$ cat src/rtl/flash_irq_pkg.sv
package flash_irq_pkg;
  localparam int NUM_FLAGS = 2;
  localparam int FLG_ERASE = 0;
  localparam int FLG_PROG  = 1;
  localparam logic [7:0] OFF_STAT = 8'h00;
  localparam logic [7:0] OFF_EN   = 8'h04;
  localparam logic [7:0] OFF_CLR  = 8'h08;
  localparam logic [7:0] OFF_SET  = 8'h0C;
  typedef logic [NUM_FLAGS-1:0] flag_vec_t;
endpackage

$ cat src/rtl/flash_irq_regif.sv
module flash_irq_regif
  import flash_irq_pkg::*;
#(
  parameter int ADDR_W = 8,
  parameter int DATA_W = 32
) (
  input  logic              clk,
  input  logic              rst,
  input  logic              bus_wr,
  input  logic              bus_rd,
  input  logic [ADDR_W-1:0] bus_addr,
  input  logic [DATA_W-1:0] bus_wdata,
  input  flag_vec_t         flags,
  output flag_vec_t         set_mask,
  output flag_vec_t         clr_mask,
  output flag_vec_t         enables,
  output logic [DATA_W-1:0] bus_rdata
);
  localparam logic [ADDR_W-1:0] A_STAT = ADDR_W'(OFF_STAT);
  localparam logic [ADDR_W-1:0] A_EN   = ADDR_W'(OFF_EN);
  localparam logic [ADDR_W-1:0] A_CLR  = ADDR_W'(OFF_CLR);
  localparam logic [ADDR_W-1:0] A_SET  = ADDR_W'(OFF_SET);

  flag_vec_t         en_q;
  logic [DATA_W-1:0] rdata_q;
  logic [DATA_W-1:0] rd_mux;
  flag_vec_t         wr_bits;

  assign wr_bits  = bus_wdata[NUM_FLAGS-1:0];
  assign set_mask = (bus_wr && bus_addr == A_SET) ? wr_bits : '0;
  assign clr_mask = (bus_wr && bus_addr == A_CLR) ? wr_bits : '0;

  always_ff @(posedge clk) begin
    if (rst) en_q <= '0;
    else if (bus_wr && bus_addr == A_EN) en_q <= wr_bits;
  end

  always_comb begin
    rd_mux = '0;
    if (bus_addr == A_STAT)    rd_mux = DATA_W'(flags);
    else if (bus_addr == A_EN) rd_mux = DATA_W'(en_q);
  end

  always_ff @(posedge clk) begin
    if (rst) rdata_q <= '0;
    else if (bus_rd) rdata_q <= rd_mux;
  end

  assign enables   = en_q;
  assign bus_rdata = rdata_q;
endmodule

$ cat src/rtl/flash_irq_flags.sv
module flash_irq_flags
  import flash_irq_pkg::*;
(
  input  logic      clk,
  input  logic      rst,
  input  flag_vec_t hw_evt,
  input  flag_vec_t set_mask,
  input  flag_vec_t clr_mask,
  output flag_vec_t flags
);
  flag_vec_t flag_q;

  for (genvar i = 0; i < NUM_FLAGS; i++) begin : g_flag
    always_ff @(posedge clk) begin
      if (rst) flag_q[i] <= 1'b0;
      else if (hw_evt[i] || set_mask[i]) flag_q[i] <= 1'b1;
      else if (clr_mask[i]) flag_q[i] <= 1'b0;
    end
  end

  assign flags = flag_q;
endmodule

$ cat src/rtl/flash_irq_req.sv
module flash_irq_req
  import flash_irq_pkg::*;
(
  input  logic      clk,
  input  logic      rst,
  input  flag_vec_t flags,
  input  flag_vec_t enables,
  output logic      irq
);
  logic irq_q;

  always_ff @(posedge clk) begin
    if (rst) irq_q <= 1'b0;
    else irq_q <= |(flags & enables);
  end

  assign irq = irq_q;
endmodule

$ cat src/rtl/flash_irq_unit.sv
module flash_irq_unit
  import flash_irq_pkg::*;
#(
  parameter int ADDR_W = 8,
  parameter int DATA_W = 32
) (
  input  logic              clk,
  input  logic              rst,
  input  logic              bus_wr,
  input  logic              bus_rd,
  input  logic [ADDR_W-1:0] bus_addr,
  input  logic [DATA_W-1:0] bus_wdata,
  output logic [DATA_W-1:0] bus_rdata,
  input  logic              erase_done,
  input  logic              prog_done,
  output logic              irq
);
  flag_vec_t hw_evt;
  flag_vec_t set_mask;
  flag_vec_t clr_mask;
  flag_vec_t enables;
  flag_vec_t flags;

  always_comb begin
    hw_evt            = '0;
    hw_evt[FLG_ERASE] = erase_done;
    hw_evt[FLG_PROG]  = prog_done;
  end

  flash_irq_regif #(.ADDR_W(ADDR_W), .DATA_W(DATA_W)) u_regif (
    .clk      (clk),
    .rst      (rst),
    .bus_wr   (bus_wr),
    .bus_rd   (bus_rd),
    .bus_addr (bus_addr),
    .bus_wdata(bus_wdata),
    .flags    (flags),
    .set_mask (set_mask),
    .clr_mask (clr_mask),
    .enables  (enables),
    .bus_rdata(bus_rdata)
  );

  flash_irq_flags u_flags (
    .clk     (clk),
    .rst     (rst),
    .hw_evt  (hw_evt),
    .set_mask(set_mask),
    .clr_mask(clr_mask),
    .flags   (flags)
  );

  flash_irq_req u_req (
    .clk    (clk),
    .rst    (rst),
    .flags  (flags),
    .enables(enables),
    .irq    (irq)
  );
endmodule

$ cat config.mk
export PLATFORM = sky130hd
export DESIGN_NAME = flash_irq_unit
export DESIGN_NICKNAME = d
export VERILOG_FILES = /design/src/rtl/flash_irq_pkg.sv /design/src/rtl/flash_irq_regif.sv /design/src/rtl/flash_irq_flags.sv /design/src/rtl/flash_irq_req.sv /design/src/rtl/flash_irq_unit.sv
export SDC_FILE = /design/constraint.sdc
export NUM_CORES = 1
export LEC_CHECK = 0
export ABC_AREA = 1
export BUFFER_PORTS_ARGS = -buffer_cell sky130_fd_sc_hd__buf_2
export CAP_MARGIN = 0
export CORE_AREA = 2 2 50 52
export CTS_BUF_LIST = sky130_fd_sc_hd__clkbuf_8 sky130_fd_sc_hd__clkbuf_16
export DETAILED_ROUTE_END_ITERATION = 12
export DIE_AREA = 0 0 52 54
export PLACE_DENSITY = 0.72
export SKIP_LAST_GASP = 1
export SYNTH_ARGS = -nofsm -noshare
export SYNTH_HDL_FRONTEND = slang
export SYNTH_SLANG_ARGS = --single-unit
$ cat constraint.sdc
create_clock -name clk -period 0.8 [get_ports clk]
set_input_delay 0.2 -clock clk [delete_from_list [all_inputs] [get_ports clk]]
set_output_delay 0.2 -clock clk [all_outputs]
set_load 0.02 [all_outputs]
==> reports/results.ini, run 1 <==
[placed_design]
gp_congestion = 0.655
dp_slack_ns = -0.235
port_buffers = 18
place_inst = 139
post-dp-hpwl_um = 842

[layout]
final_layout_size_suffix_gt1_share_pct = 34.2
seq_area_um2 = 144
fill_cells = 265
fin_cells = 144
final_common_cell = conb_1
layout_common_cells = conb_1, nand2_1, buf_2
multi_input_area_um2 = 370
area_growth_pct = 31.3
nNetsFinal = 161
antenna_cells = 0

[timing]
rsz0062_at_grt = yes
drv_slew = 0
finalSetupViolCount = 3
fmax_mhz = 1170
setup-tns-final_ns = -0.157
period_share_pct = 107
final.setup.worst_slack_ns = -0.0558
final_hold_viol_count = 0
min_period_ns = 0.856
whs_ns = 0.233
fin_worst_skew_ns = 0.00107

[grt]
antenna_found_initial = 0
globalRouteMet1Util_pct = 5.48
grt_util_met3_pct = 2.50
grt.total_usage_pct = 6.72
grt_pass1_vias = 419
overflow = 0
busiest_layer = met2
grt_max_degree = 8
grt_pass1_wl_um = 1370
met2_usage_pct = 13.5

[power]
power_density_nw_per_um2 = 1440
peakVddDrop_mv = 0.551
power_leakage_nw = 0.398
p_clk_share_pct = 41.5
switching_share_pct = 30.9
p_int_mw = 0.778
p_sw_mw = 0.348
pwr-share-seq_pct = 33.1
combinationalPowerShare_pct = 25.4

[die]
die_w_um = 52
pin_count = 79
coreArea_um2 = 2320
rows = 18
start_util_pct = 25.7
die_area_um2 = 2810
die_height_um = 54

[logic_synthesis]
ys_types = 10
syn_inst = 91
seq_area_frac_synth_pct = 23.5
synth.avg_cell_area_um2 = 6.54
ys_warn_count = 0
synth_area_um2 = 596
ys_seq_elements = 7

[clock_network]
path_clk_slew_ns = 0.04
clock_path_buffers = 2
cts_buffers = 3
hold_buffers = 0
worstSkewPairLatency_ns = 0.22
root_buffer = clkbuf_8
cts_tree = built
cts_num_sinks = 7
cts_htree_levels = 1

[critical_path]
crit_buf_inv = 1
critPathSlowestCell = dfxtp_2
worstPathArrival_ns = 0.66
crit_path_cell_trace = buf_6
path_class = flip-flop to primary output
worst-path-stages = 1
startpoint_type = flip-flop
worstSetupEndpointType = primary output
crit_family = flip-flops
cp_slowest_stage_delay_ns = 0.31
reg2reg_from = u_regif.bus_rdata[1]
critical_path_required_ns = 0.60
rr_worst_depth = 5
cp-startpoint = u_regif.bus_rdata[0]
worstPathMaxFanout = 2

[detailed_routing]
first_pass_iters = 4
antenna_left = 0
wl_um = 1020
drt_iter0_markers = 2
drc = 0
wl_per_cell_um = 7.11
vias_per_cell = 3.49
vias = 503

[run_status]
outcome = finished, violations left
failed_checks = negative setup slack

[worst_hold_path]
hp-class = input port to flip-flop
hold_start = rst
hold_depth = 2

[run]
drv_cap = 0

-- routing by layer --
| metal | share of wire (%) | routed length, um | vias to the layer above |
|---|---|---|---|
| li1 | - | - | 263 |
| met1 | 33 | 341 | 219 |
| met2 | 61 | 621 | 21 |
| met3 | 6.1 | 62 | 0 |
| met4 | 0 | 0 | 0 |
| met5 | 0 | 0 | - |
-- synthesized netlist by cell type --
library cell  number  area [um^2]
a21oi_1            5         25.0
buf_4             30          225
conb_1             1         3.75
dfxtp_1            7          140
inv_1              8         30.0
nand2_1           19         71.3
nand3_1            8         40.0
nand3b_1           1         7.51
nor2_1             9         33.8
nor2_2             3         18.8
-- cell families after synthesis --
group / share of synthesized area (%)
AND/OR/NAND/NOR: 28.8
flip-flops: 23.5
other: 0.630
buffers and inverters: 42.9
AO/OA/AOI/OAI: 4.20
-- state kept, by name (all words and copies together), names as in the netlist --
register and count:
u_flags.flags 2, u_regif.enables 2, u_regif.bus_rdata 2, u_req.irq 1
-- area by class of cell --
cell class              instances  share of cell area, %
clock buffers                   3                   5.28
well taps                      30                   4.80
clock inverters                 1                  0.480
flip-flops and latches          7                   18.4
inverters                       8                   3.84
multi-input cells              75                   47.4
repair buffers                 20                   19.8
-- stage by stage --
step                      cell area (um^2)  total power, mW  utilization, %
after floorplan                        727            0.661               -
after global placement                 637            0.616            27.5
after detailed placement               637            0.619            27.5
after CTS                              716             1.11            30.9
after global routing                   782             1.19            33.7
final                                  782             1.13            33.7
-- what timing repair did --
action,in CTS,in global routing
gates resized for setup,10,14
setup buffers,1,0
pin swaps,2,10
endpoints found under the setup margin,4,9
-- power groups by stage --
stage | logic [mW] | registers, mW | clock network [mW]
2_1_floorplan | 0.280 | 0.381 | 0
3_3_place_gp | 0.240 | 0.376 | 0
3_5_place_dp | 0.243 | 0.376 | 0
4_1_cts | 0.254 | 0.373 | 0.482
5_1_grt | 0.312 | 0.374 | 0.501
6_report | 0.285 | 0.373 | 0.467
-- path summary, 6_finish.rpt --
check                         end  slack [ns]
max reg2reg  u_regif.bus_rdata[1]        0.05
min reg2reg             u_req.irq        0.47
max                  bus_rdata[0]       -0.06
min              u_flags.flags[1]        0.23
Note: power is estimated with default switching activity, not from simulation.
==> run 2: changes to the inputs <==
--- a/config.mk
+++ b/config.mk
@@ -7,13 +7,16 @@
 export LEC_CHECK = 0
 export ABC_AREA = 1
 export BUFFER_PORTS_ARGS = -buffer_cell sky130_fd_sc_hd__buf_2
-export CAP_MARGIN = 0
-export CORE_AREA = 2 2 50 52
+export CAP_MARGIN = 5
+export CELL_PAD_IN_SITES_DETAIL_PLACEMENT = 1
+export CELL_PAD_IN_SITES_GLOBAL_PLACEMENT = 1
+export CORE_AREA = 2 2 65 67
 export CTS_BUF_LIST = sky130_fd_sc_hd__clkbuf_8 sky130_fd_sc_hd__clkbuf_16
 export DETAILED_ROUTE_END_ITERATION = 12
-export DIE_AREA = 0 0 52 54
-export PLACE_DENSITY = 0.72
+export DIE_AREA = 0 0 67 69
+export PLACE_DENSITY_LB_ADDON = 0.1
 export SKIP_LAST_GASP = 1
+export SLEW_MARGIN = 20
 export SYNTH_ARGS = -nofsm -noshare
 export SYNTH_HDL_FRONTEND = slang
 export SYNTH_SLANG_ARGS = --single-unit
==> run 2 against run 1 <==
Compared with the run above:
- the run still ends with negative setup slack left
- clock power grew 7.3%
- sequential power about the same
- flip-flop and latch count stayed put
- routed wire length is 38% higher
- final cell count grew 15%
- clock skew barely moved
- largest cell class unchanged
==> reports/results.ini, run 2 (same netlist as run 1, synthesis figures left out) <==
[run_status]
outcome = finished, violations left
failed_checks = negative setup slack

[power]
p_int_mw = 0.778
peakVddDrop_mv = 0.295
p_sw_mw = 0.381
pwr-share-seq_pct = 32.2
power_density_nw_per_um2 = 1450
combinationalPowerShare_pct = 24.6
p_clk_share_pct = 43.2
total_power_mw = 1.16
switching_share_pct = 32.9
power_leakage_nw = 0.400

[timing]
finalSetupViolCount = 3
final_hold_viol_count = 0
rsz0062_at_grt = yes
final.setup.worst_slack_ns = -0.0675
drv_slew = 0
min_period_ns = 0.868
fmax_mhz = 1150
period_share_pct = 108
fin_worst_skew_ns = 0.00126
setup-tns-final_ns = -0.198

[critical_path]
rr_worst_depth = 5
worstPathMaxFanout = 2
crit_end = bus_rdata[1]
worstPathArrival_ns = 0.67
timing.rr.end = u_regif.bus_rdata[1]
worst-path-stages = 1
crit_path_cell_trace = buf_6
critPathSlowestCell = dfxtp_2
critical_path_required_ns = 0.60
crit_family = flip-flops
path_class = flip-flop to primary output
startpoint_type = flip-flop
crit_buf_inv = 1
worstSetupEndpointType = primary output
cp_slowest_stage_delay_ns = 0.31
reg2reg_from = u_regif.bus_rdata[1]
cp-startpoint = u_regif.bus_rdata[1]
ff2ff_setup_slack_ns = 0.03

[die]
die_height_um = 69
start_util_pct = 15.2
die_w_um = 67
rows = 23
pin_count = 79
die_area_um2 = 4620
coreArea_um2 = 3910

[layout]
multi_input_area_um2 = 364
seq_area_um2 = 144
layout_common_cells = conb_1, nand2_1, buf_2
fill_cells = 504
area_growth_pct = 34.7
finalInstanceArea_um2 = 802
fin_cells = 165
nNetsFinal = 162
final_common_cell = conb_1
final_layout_size_suffix_gt1_share_pct = 33.9
antenna_cells = 0

[detailed_routing]
wl_per_cell_um = 8.54
vias_per_cell = 3.31
vias = 546
first_pass_iters = 2
wl_met3_um = 132
drt-met1-wl_um = 569
met2WireLength_um = 643
highest_layer = met4
antenna_left = 0
wl_um = 1410
drt_iter0_markers = 8
drc = 0

[clock_network]
cts_htree_levels = 1
root_buffer = clkbuf_8
cts_num_sinks = 7
clock_path_buffers = 2
worstSkewPairLatency_ns = 0.23
cts_buffers = 3
cts_tree = built
path_clk_slew_ns = 0.04

[grt]
grt_pass1_vias = 496
overflow = 0
antenna_found_initial = 0
grt.total_usage_pct = 6.37
grt_max_degree = 8
grt_pass1_wl_um = 2130

[placed_design]
dpl_cell_area_um2 = 662
gp_congestion = 0.691
port_buffers = 18
place_inst = 159
post-dp-hpwl_um = 1150

[worst_hold_path]
hp-class = input port to flip-flop

[run]
drv_cap = 0

run 2: cell types whose count changed in the layout (fill, tap and decap cells not counted), sizes merged:
cell / change
buf: +1
run 2: power by group through the flow:
stage | registers, mW | logic [mW] | clock network, mW
floorplan | 0.381 | 0.280 | 0
global placement | 0.378 | 0.245 | 0
detailed placement | 0.378 | 0.247 | 0
CTS | 0.374 | 0.275 | 0.522
global route | 0.374 | 0.310 | 0.551
finish | 0.374 | 0.285 | 0.501
run 2: cell type report:
class                   instances  area share [%]
clock inverters                 1           0.468
multi-input cells              75            45.4
flip-flops and latches          7            17.9
repair buffers                 21            19.5
clock buffers                   3            5.15
well taps                      50            7.80
inverters                       8            3.74
run 2: through the flow:
step / util [%] / hold slack (ns) / setup WS [ns]
2_1_floorplan: - / 0.269 / -0.0239
4_1_cts: 19.9 / 0.230 / -0.0737
5_1_grt: 20.5 / 0.243 / -0.0854
6_report: 20.5 / 0.236 / -0.0675
3_3_place_gp: 16.9 / 0.476 / -0.244
3_5_place_dp: 16.9 / 0.470 / -0.244
run 2: how the worst min path moves through the flow:
stage,to,start,cells past startpoint
2_1_floorplan,u_flags.flags[0],rst,1
3_3_place_gp,u_regif.enables[1],u_regif.enables[1],2
3_5_place_dp,u_regif.enables[1],u_regif.enables[1],2
4_1_cts,u_flags.flags[1],rst,2
5_1_grt,u_regif.enables[0],rst,2
6_report,u_regif.enables[0],rst,2
run 2: layer usage:
layer / GRT usage [%] / up-vias
li1: - / 265
met1: 6.97 / 245
met2: 9.24 / 32
met3: 1.14 / 4
met4: 7.48 / 0
met5: 0 / -
run 2: what timing repair did:
item                                    4_1_cts  5_1_grt
resized for setup                            17        4
endpoints found under the setup margin        5        9
pin swaps                                    11        8
hold buffers                                  0        0
buffers inserted                              1        1
